## src/rtl/irq_agg_pkg.sv

```systemverilog
package irq_agg_pkg;
  localparam int REG_AW = 3;
  localparam int REG_DW = 32;
  localparam int TMR_W  = 16;

  localparam logic [REG_AW-1:0] A_STAT   = 3'd0;
  localparam logic [REG_AW-1:0] A_EN     = 3'd1;
  localparam logic [REG_AW-1:0] A_CFG    = 3'd2;
  localparam logic [REG_AW-1:0] A_PMSTAT = 3'd3;
  localparam logic [REG_AW-1:0] A_PMEN   = 3'd4;
  localparam logic [REG_AW-1:0] A_RELOAD = 3'd5;
  localparam logic [REG_AW-1:0] A_COUNT  = 3'd6;

  localparam int B_PM_SUM  = 17;
  localparam int B_TIMER   = 19;
  localparam int B_IRQ_EN  = 8;
  localparam int B_TMR_RUN = 29;

  localparam int N_PM = 3;
  localparam int PM_POS [N_PM] = '{15, 14, 9};
endpackage

```

## src/rtl/irq_w1c_bank.sv

```systemverilog
module irq_w1c_bank #(
  parameter int W = 4
) (
  input  logic         clk,
  input  logic         rst,
  input  logic [W-1:0] set_i,
  input  logic [W-1:0] clr_i,
  output logic [W-1:0] stat_o
);
  always_ff @(posedge clk) begin
    if (rst) stat_o <= '0;
    else     stat_o <= (stat_o & ~clr_i) | set_i;
  end
endmodule

```

## src/rtl/irq_gp_timer.sv

```systemverilog
module irq_gp_timer #(
  parameter int CNT_W = 16
) (
  input  logic             clk,
  input  logic             rst,
  input  logic             run_i,
  input  logic             load_i,
  input  logic [CNT_W-1:0] load_val_i,
  output logic [CNT_W-1:0] count_o,
  output logic             wrap_o
);
  localparam logic [CNT_W-1:0] ALL_ONES = '1;

  always_ff @(posedge clk) begin
    if (rst)        count_o <= ALL_ONES;
    else if (load_i) count_o <= load_val_i;
    else if (run_i)  count_o <= count_o - 1'b1;
  end

  assign wrap_o = run_i & ~load_i & (count_o == '0);
endmodule

```

## src/rtl/irq_out_gate.sv

```systemverilog
module irq_out_gate #(
  parameter int W = 4
) (
  input  logic         clk,
  input  logic         rst,
  input  logic [W-1:0] pend_i,
  input  logic [W-1:0] en_i,
  input  logic         master_i,
  output logic         irq_o
);
  always_ff @(posedge clk) begin
    if (rst) irq_o <= 1'b0;
    else     irq_o <= master_i & (|(pend_i & en_i));
  end
endmodule

```

## src/rtl/irq_agg_top.sv

```systemverilog
module irq_agg_top
  import irq_agg_pkg::*;
#(
  parameter int N_MAC = 13
) (
  input  logic                clk,
  input  logic                rst,
  input  logic                reg_wr,
  input  logic [REG_AW-1:0]   reg_addr,
  input  logic [REG_DW-1:0]   reg_wdata,
  output logic [REG_DW-1:0]   reg_rdata,
  input  logic [N_MAC-1:0]    mac_evt,
  input  logic [N_PM-1:0]     pm_evt,
  output logic                irq
);
  localparam int GATE_W = N_MAC + 2;
  localparam logic [TMR_W-1:0] TMR_INIT = '1;

  logic wr_stat, wr_en, wr_cfg, wr_pmstat, wr_pmen, wr_reload;
  assign wr_stat   = reg_wr & (reg_addr == A_STAT);
  assign wr_en     = reg_wr & (reg_addr == A_EN);
  assign wr_cfg    = reg_wr & (reg_addr == A_CFG);
  assign wr_pmstat = reg_wr & (reg_addr == A_PMSTAT);
  assign wr_pmen   = reg_wr & (reg_addr == A_PMEN);
  assign wr_reload = reg_wr & (reg_addr == A_RELOAD);

  // Configuration and enable registers
  logic             master_en, tmr_run;
  logic [N_MAC-1:0] en_mac;
  logic             en_pm, en_tmr;
  logic [N_PM-1:0]  pm_en;
  logic [TMR_W-1:0] reload_q;
  logic [N_PM-1:0]  pm_en_wdata, pm_clr;

  generate
    for (genvar g = 0; g < N_PM; g++) begin : g_pm_map
      assign pm_en_wdata[g] = reg_wdata[PM_POS[g]];
      assign pm_clr[g]      = wr_pmstat & reg_wdata[PM_POS[g]];
    end
  endgenerate

  always_ff @(posedge clk) begin
    if (rst) begin
      master_en <= 1'b0;
      tmr_run   <= 1'b0;
      en_mac    <= '0;
      en_pm     <= 1'b0;
      en_tmr    <= 1'b0;
      pm_en     <= '0;
      reload_q  <= TMR_INIT;
    end else begin
      if (wr_cfg) begin
        master_en <= reg_wdata[B_IRQ_EN];
        tmr_run   <= reg_wdata[B_TMR_RUN];
      end
      if (wr_en) begin
        en_mac <= reg_wdata[N_MAC-1:0];
        en_pm  <= reg_wdata[B_PM_SUM];
        en_tmr <= reg_wdata[B_TIMER];
      end
      if (wr_pmen)   pm_en    <= pm_en_wdata;
      if (wr_reload) reload_q <= reg_wdata[TMR_W-1:0];
    end
  end

  // Status banks
  logic [N_MAC-1:0] mac_stat;
  logic [N_PM-1:0]  pm_stat;
  logic             tmr_stat, tmr_wrap;
  logic [TMR_W-1:0] tmr_count;

  irq_w1c_bank #(.W(N_MAC)) u_mac_bank (
    .clk(clk), .rst(rst), .set_i(mac_evt),
    .clr_i(wr_stat ? reg_wdata[N_MAC-1:0] : '0),
    .stat_o(mac_stat)
  );

  irq_w1c_bank #(.W(N_PM)) u_pm_bank (
    .clk(clk), .rst(rst), .set_i(pm_evt), .clr_i(pm_clr), .stat_o(pm_stat)
  );

  irq_w1c_bank #(.W(1)) u_tmr_bank (
    .clk(clk), .rst(rst), .set_i(tmr_wrap),
    .clr_i(wr_stat & reg_wdata[B_TIMER]), .stat_o(tmr_stat)
  );

  irq_gp_timer #(.CNT_W(TMR_W)) u_timer (
    .clk(clk), .rst(rst), .run_i(tmr_run), .load_i(wr_reload),
    .load_val_i(reg_wdata[TMR_W-1:0]), .count_o(tmr_count), .wrap_o(tmr_wrap)
  );

  logic pm_sum;
  assign pm_sum = |(pm_stat & pm_en);

  irq_out_gate #(.W(GATE_W)) u_gate (
    .clk(clk), .rst(rst),
    .pend_i({mac_stat, pm_sum, tmr_stat & tmr_run}),
    .en_i({en_mac, en_pm, en_tmr}),
    .master_i(master_en), .irq_o(irq)
  );

  // Register read view
  logic [REG_DW-1:0] v_stat, v_en, v_cfg, v_pmstat, v_pmen;
  always_comb begin
    v_stat = '0; v_en = '0; v_cfg = '0; v_pmstat = '0; v_pmen = '0;
    v_stat[N_MAC-1:0] = mac_stat;
    v_stat[B_PM_SUM]  = pm_sum;
    v_stat[B_TIMER]   = tmr_stat;
    v_en[N_MAC-1:0]   = en_mac;
    v_en[B_PM_SUM]    = en_pm;
    v_en[B_TIMER]     = en_tmr;
    v_cfg[B_IRQ_EN]   = master_en;
    v_cfg[B_TMR_RUN]  = tmr_run;
    for (int k = 0; k < N_PM; k++) begin
      v_pmstat[PM_POS[k]] = pm_stat[k];
      v_pmen[PM_POS[k]]   = pm_en[k];
    end
  end

  always_ff @(posedge clk) begin
    if (rst) reg_rdata <= '0;
    else begin
      unique case (reg_addr)
        A_STAT:   reg_rdata <= v_stat;
        A_EN:     reg_rdata <= v_en;
        A_CFG:    reg_rdata <= v_cfg;
        A_PMSTAT: reg_rdata <= v_pmstat;
        A_PMEN:   reg_rdata <= v_pmen;
        A_RELOAD: reg_rdata <= {{(REG_DW-TMR_W){1'b0}}, reload_q};
        A_COUNT:  reg_rdata <= {{(REG_DW-TMR_W){1'b0}}, tmr_count};
        default:  reg_rdata <= '0;
      endcase
    end
  end
endmodule

```

## config.mk

```make
export PLATFORM = sky130hd
export DESIGN_NAME = irq_agg_top
export DESIGN_NICKNAME = d
export VERILOG_FILES = /design/src/rtl/irq_agg_pkg.sv /design/src/rtl/irq_w1c_bank.sv /design/src/rtl/irq_gp_timer.sv /design/src/rtl/irq_out_gate.sv /design/src/rtl/irq_agg_top.sv
export SDC_FILE = /design/constraint.sdc
export NUM_CORES = 1
export LEC_CHECK = 0
export ABC_AREA = 1
export BUFFER_PORTS_ARGS = -buffer_cell sky130_fd_sc_hd__buf_4
export CELL_PAD_IN_SITES_DETAIL_PLACEMENT = 0
export CELL_PAD_IN_SITES_GLOBAL_PLACEMENT = 1
export CORE_MARGIN = 2
export CORE_UTILIZATION = 35
export CTS_CLUSTER_DIAMETER = 100
export DETAILED_ROUTE_END_ITERATION = 12
export PLACE_DENSITY = 0.74
export SYNTH_ARGS = -nofsm -noshare
export SYNTH_HDL_FRONTEND = slang
export SYNTH_SLANG_ARGS = --single-unit
```

## constraint.sdc

```tcl
create_clock -name clk -period 1.2 [get_ports clk]
set_input_delay 0.06 -clock clk [delete_from_list [all_inputs] [get_ports clk]]
set_output_delay 0.06 -clock clk [all_outputs]
set_load 0.01 [all_outputs]
```

==> run metrics <==
DP HPWL=8770 µm; CTS Buffer Depth=2; initial antenna violation count=0; RSZ-0062 raised after global routing=true; FMAX=0.810 GHz; Placement Setup Slack=-0.112 ns; post-route ant nets=0; Initial Utilization=about 36%; largest net degree at the start of global routing=43; min-delay src=reg_wdata[0]; Async SR Flop Fraction=0%; nets@finish=749; drt first pass iters=5; worst setup margin=-0.0346 ns; CTS tree=built; Clock Root Buffer=clkbuf_16; r2r setup slk=-0.03 ns; global-route wire length before repair=19,200 µm; synth unique cells=32; Final Slew Violations=0; GR Util All Layers=19.5%; Startpoint Class=flip-flop; Worst Hold Class=input port to flip-flop; share of cells above drive strength 1=26.5%; Worst Hold Path Cells=3; internal power=between 5 and 6 mW; Die W=112 µm; crit path DAT=~1.5 ns; Tot Pwr=about 7.6 mW; R2R depth=6; worst hold slack=0.00748 ns; std cell rows=39; pwr dens=1310 nW/µm²; placed insts=794; EDFF count, synth=0; Reg clk slew, reported paths=~0.060 ns; Fillers=1,081; vias=4,091; Overflow after GRT=0; Crit Reg-Reg Endpoint=u_tmr_bank.stat_o; fin crit period=1.23 ns; Switching Fraction=23.6%; mapped cell area=4060 µm²; WHS Endpoint=u_timer.count_o[0]; failing checks=negative setup slack; Cells after Synth=about 560; status=finished, violations left; total I/O pin count=87; Iteration-0 DRC Markers=about 260; routed len/inst=14.3 µm; sequential-to-total area share from yosys stat=43.9%; die height=approximately 110 µm; synthesized area per cell=7.26 µm²; Area Overhead vs Synth=43.3%; final setup violation count=7; Port-buffer cells=60; endpoints failing hold=0; CP Capture Type=flip-flop; depth of the CTS H-tree=3; clock latency on the worst-skew pair=0.34 ns; synth warn=0; vias in the first global route=3,847; Max Cap Violations=0; fin cells=between 800 and 900; Critical Path RT=~1.5 ns; net load switching power=1.80 mW; leak pwr=2.76 nW; Combinational Power Share=around an eighth; CP max FO=3; Clock power frac=45.2%; worst setup path category=flip-flop to flip-flop; routability congestion estimate=0.893; clock sink count=89; Core Region=11,400 µm²; Top FF cell, synth=dfxtp_1; antenna fix cells=0; Tcrit/Tclk final=103%; final WL=approximately 12,000 µm; Num CTS Buffers=9; # DRC=0; Die ar.=12,500 µm²; worst ir drop on vdd=just under 0.7 mV; R2R Path Start=u_timer.count_o[2]; clk_skew=0.00555 ns; register bit total from synthesis=89; via density per instance=4.86; sequential share of power=41.9%
synthesized netlist by cell type (8+ instances only):
library cell | number | area (µm²)
a21oi_1 | 56 | 280
inv_1 | 88 | 330
o22ai_1 | 18 | 113
dfxtp_1 | 89 | 1780
buf_4 | 14 | 105
o21ai_0 | 54 | 270
buf_2 | 10 | 50.1
o21ai_1 | 14 | 70.1
nand3_1 | 41 | 205
nor2_1 | 48 | 180
nand2_1 | 63 | 236
o211ai_1 | 8 | 60.1
layout make-up:
type / count / area (µm²) / share of cell area, %
Multi-Input combinational cell: 352 / 1880 / 32.3
Sequential cell: 89 / 1790 / 30.8
Timing Repair Buffer: 147 / 1240 / 21.3
Inverter: 95 / 362 / 6.22
Clock buffer: 9 / 225 / 3.88
Tap cell: 143 / 179 / 3.08
Clock inverter: 7 / 141 / 2.43
what timing repair did:
action / CTS / global route
endpoints found under the hold margin: 31 / 0
resized for setup: 16 / 32
hold buffers: 26 / 0
pin swaps: 4 / 15
buffers inserted: 3 / 3
endpoints found under the setup margin: 12 / 16
gates cloned: 0 / 0
state kept, by name (all words and copies together), names as in the netlist:
signal,cells
en_mac,13
master_en,1
en_pm,1
u_gate.irq_o,1
u_mac_bank.stat_o,13
pm_en,3
tmr_run,1
reload_q,16
u_timer.count_o,16
reg_rdata,19
u_tmr_bank.stat_o,1
u_pm_bank.stat_o,3
en_tmr,1
through the flow:
stage	utilization [%]	cell area [µm²]	TNS (ns)
floorplan	-	4110	0
finish	51.1	5810	-0.128
CTS	50.0	5690	-0.205
detailed placement	44.0	5000	-1.00
global placement	44.0	5000	-0.486
global route	51.1	5810	-1.14
worst max-delay path, cell delays in order (launching register included):
cell and delay (ns):
dfxtp_4 0.36, nor2_2 0.14, nand2_2 0.10, nor2_4 0.16, nand3_2 0.09, nand3b_1 0.18, a21oi_1 0.13
cells in the final DEF (no fill, tap or decap), types with 2 or more instances in the layout:
master / instances
inv_4: 2
inv_1: 83
clkbuf_16: 9
o211ai_1: 8
nand2_2: 5
dlygate4sd3_1: 26
o21bai_1: 5
nor3_1: 5
a21oi_2: 2
a21oi_1: 54
xor2_1: 4
o21ai_0: 50
nand4_1: 7
nand2_1: 56
nor2_4: 5
o21ai_1: 17
dfxtp_4: 2
buf_4: 114
o21ai_2: 2
buf_12: 5
conb_1: 13
nand3_1: 40
bufinv_16: 4
nand2_4: 6
inv_2: 10
nand3_2: 2
buf_6: 2
a31oi_1: 4
o22ai_1: 17
nor2_1: 35
nor2_2: 9
dfxtp_1: 87
worst max-delay path by stage:
stage	from	to	slack, ns	depth (start not counted)
2_1_floorplan	u_timer.count_o[0]	u_timer.count_o[12]	0.01	9
3_3_place_gp	u_timer.count_o[1]	u_timer.count_o[12]	-0.06	9
3_5_place_dp	u_timer.count_o[1]	u_timer.count_o[11]	-0.11	8
4_1_cts	u_timer.count_o[1]	u_timer.count_o[11]	-0.03	8
5_1_grt	u_timer.count_o[2]	u_timer.count_o[10]	-0.14	7
6_report	u_timer.count_o[2]	u_tmr_bank.stat_o	-0.03	6
kinds of logic (layout without fill, tap and decap cells):
logic type               count (synthesis)  count (layout)  synth area share, %
XOR/XNOR                                 4               4                0.864
flip-flops                              89              89                 43.9
other                                    1              13               0.0924
adder cells (fa/ha/maj)                  1               1                0.308
AO/OA/AOI/OAI                          162             162                 21.7
AND/OR/NAND/NOR                        172             172                 19.1
buffers and inverters                  130             258                 14.0
per-layer routing:
layer | part of all wire, % | track usage (%) | up-vias
met2 | 45 | 30.0 | 111
met3 | 4.8 | 3.27 | 19
li1 | - | - | 2083
met5 | 0 | 0 | -
met1 | 48 | 27.3 | 1878
met4 | 1.9 | 7.90 | 0
power by group through the flow:
stage | sequential [mW] | combinational (mW) | clock, mW
6_report | 3.19 | 0.979 | 3.45
5_1_grt | 3.21 | 1.08 | 3.66
4_1_cts | 3.19 | 0.954 | 3.51
3_5_place_dp | 3.25 | 0.874 | 0
3_3_place_gp | 3.25 | 0.866 | 0
2_1_floorplan | 3.25 | 0.465 | 0
Power figures use the tool's default switching activity.
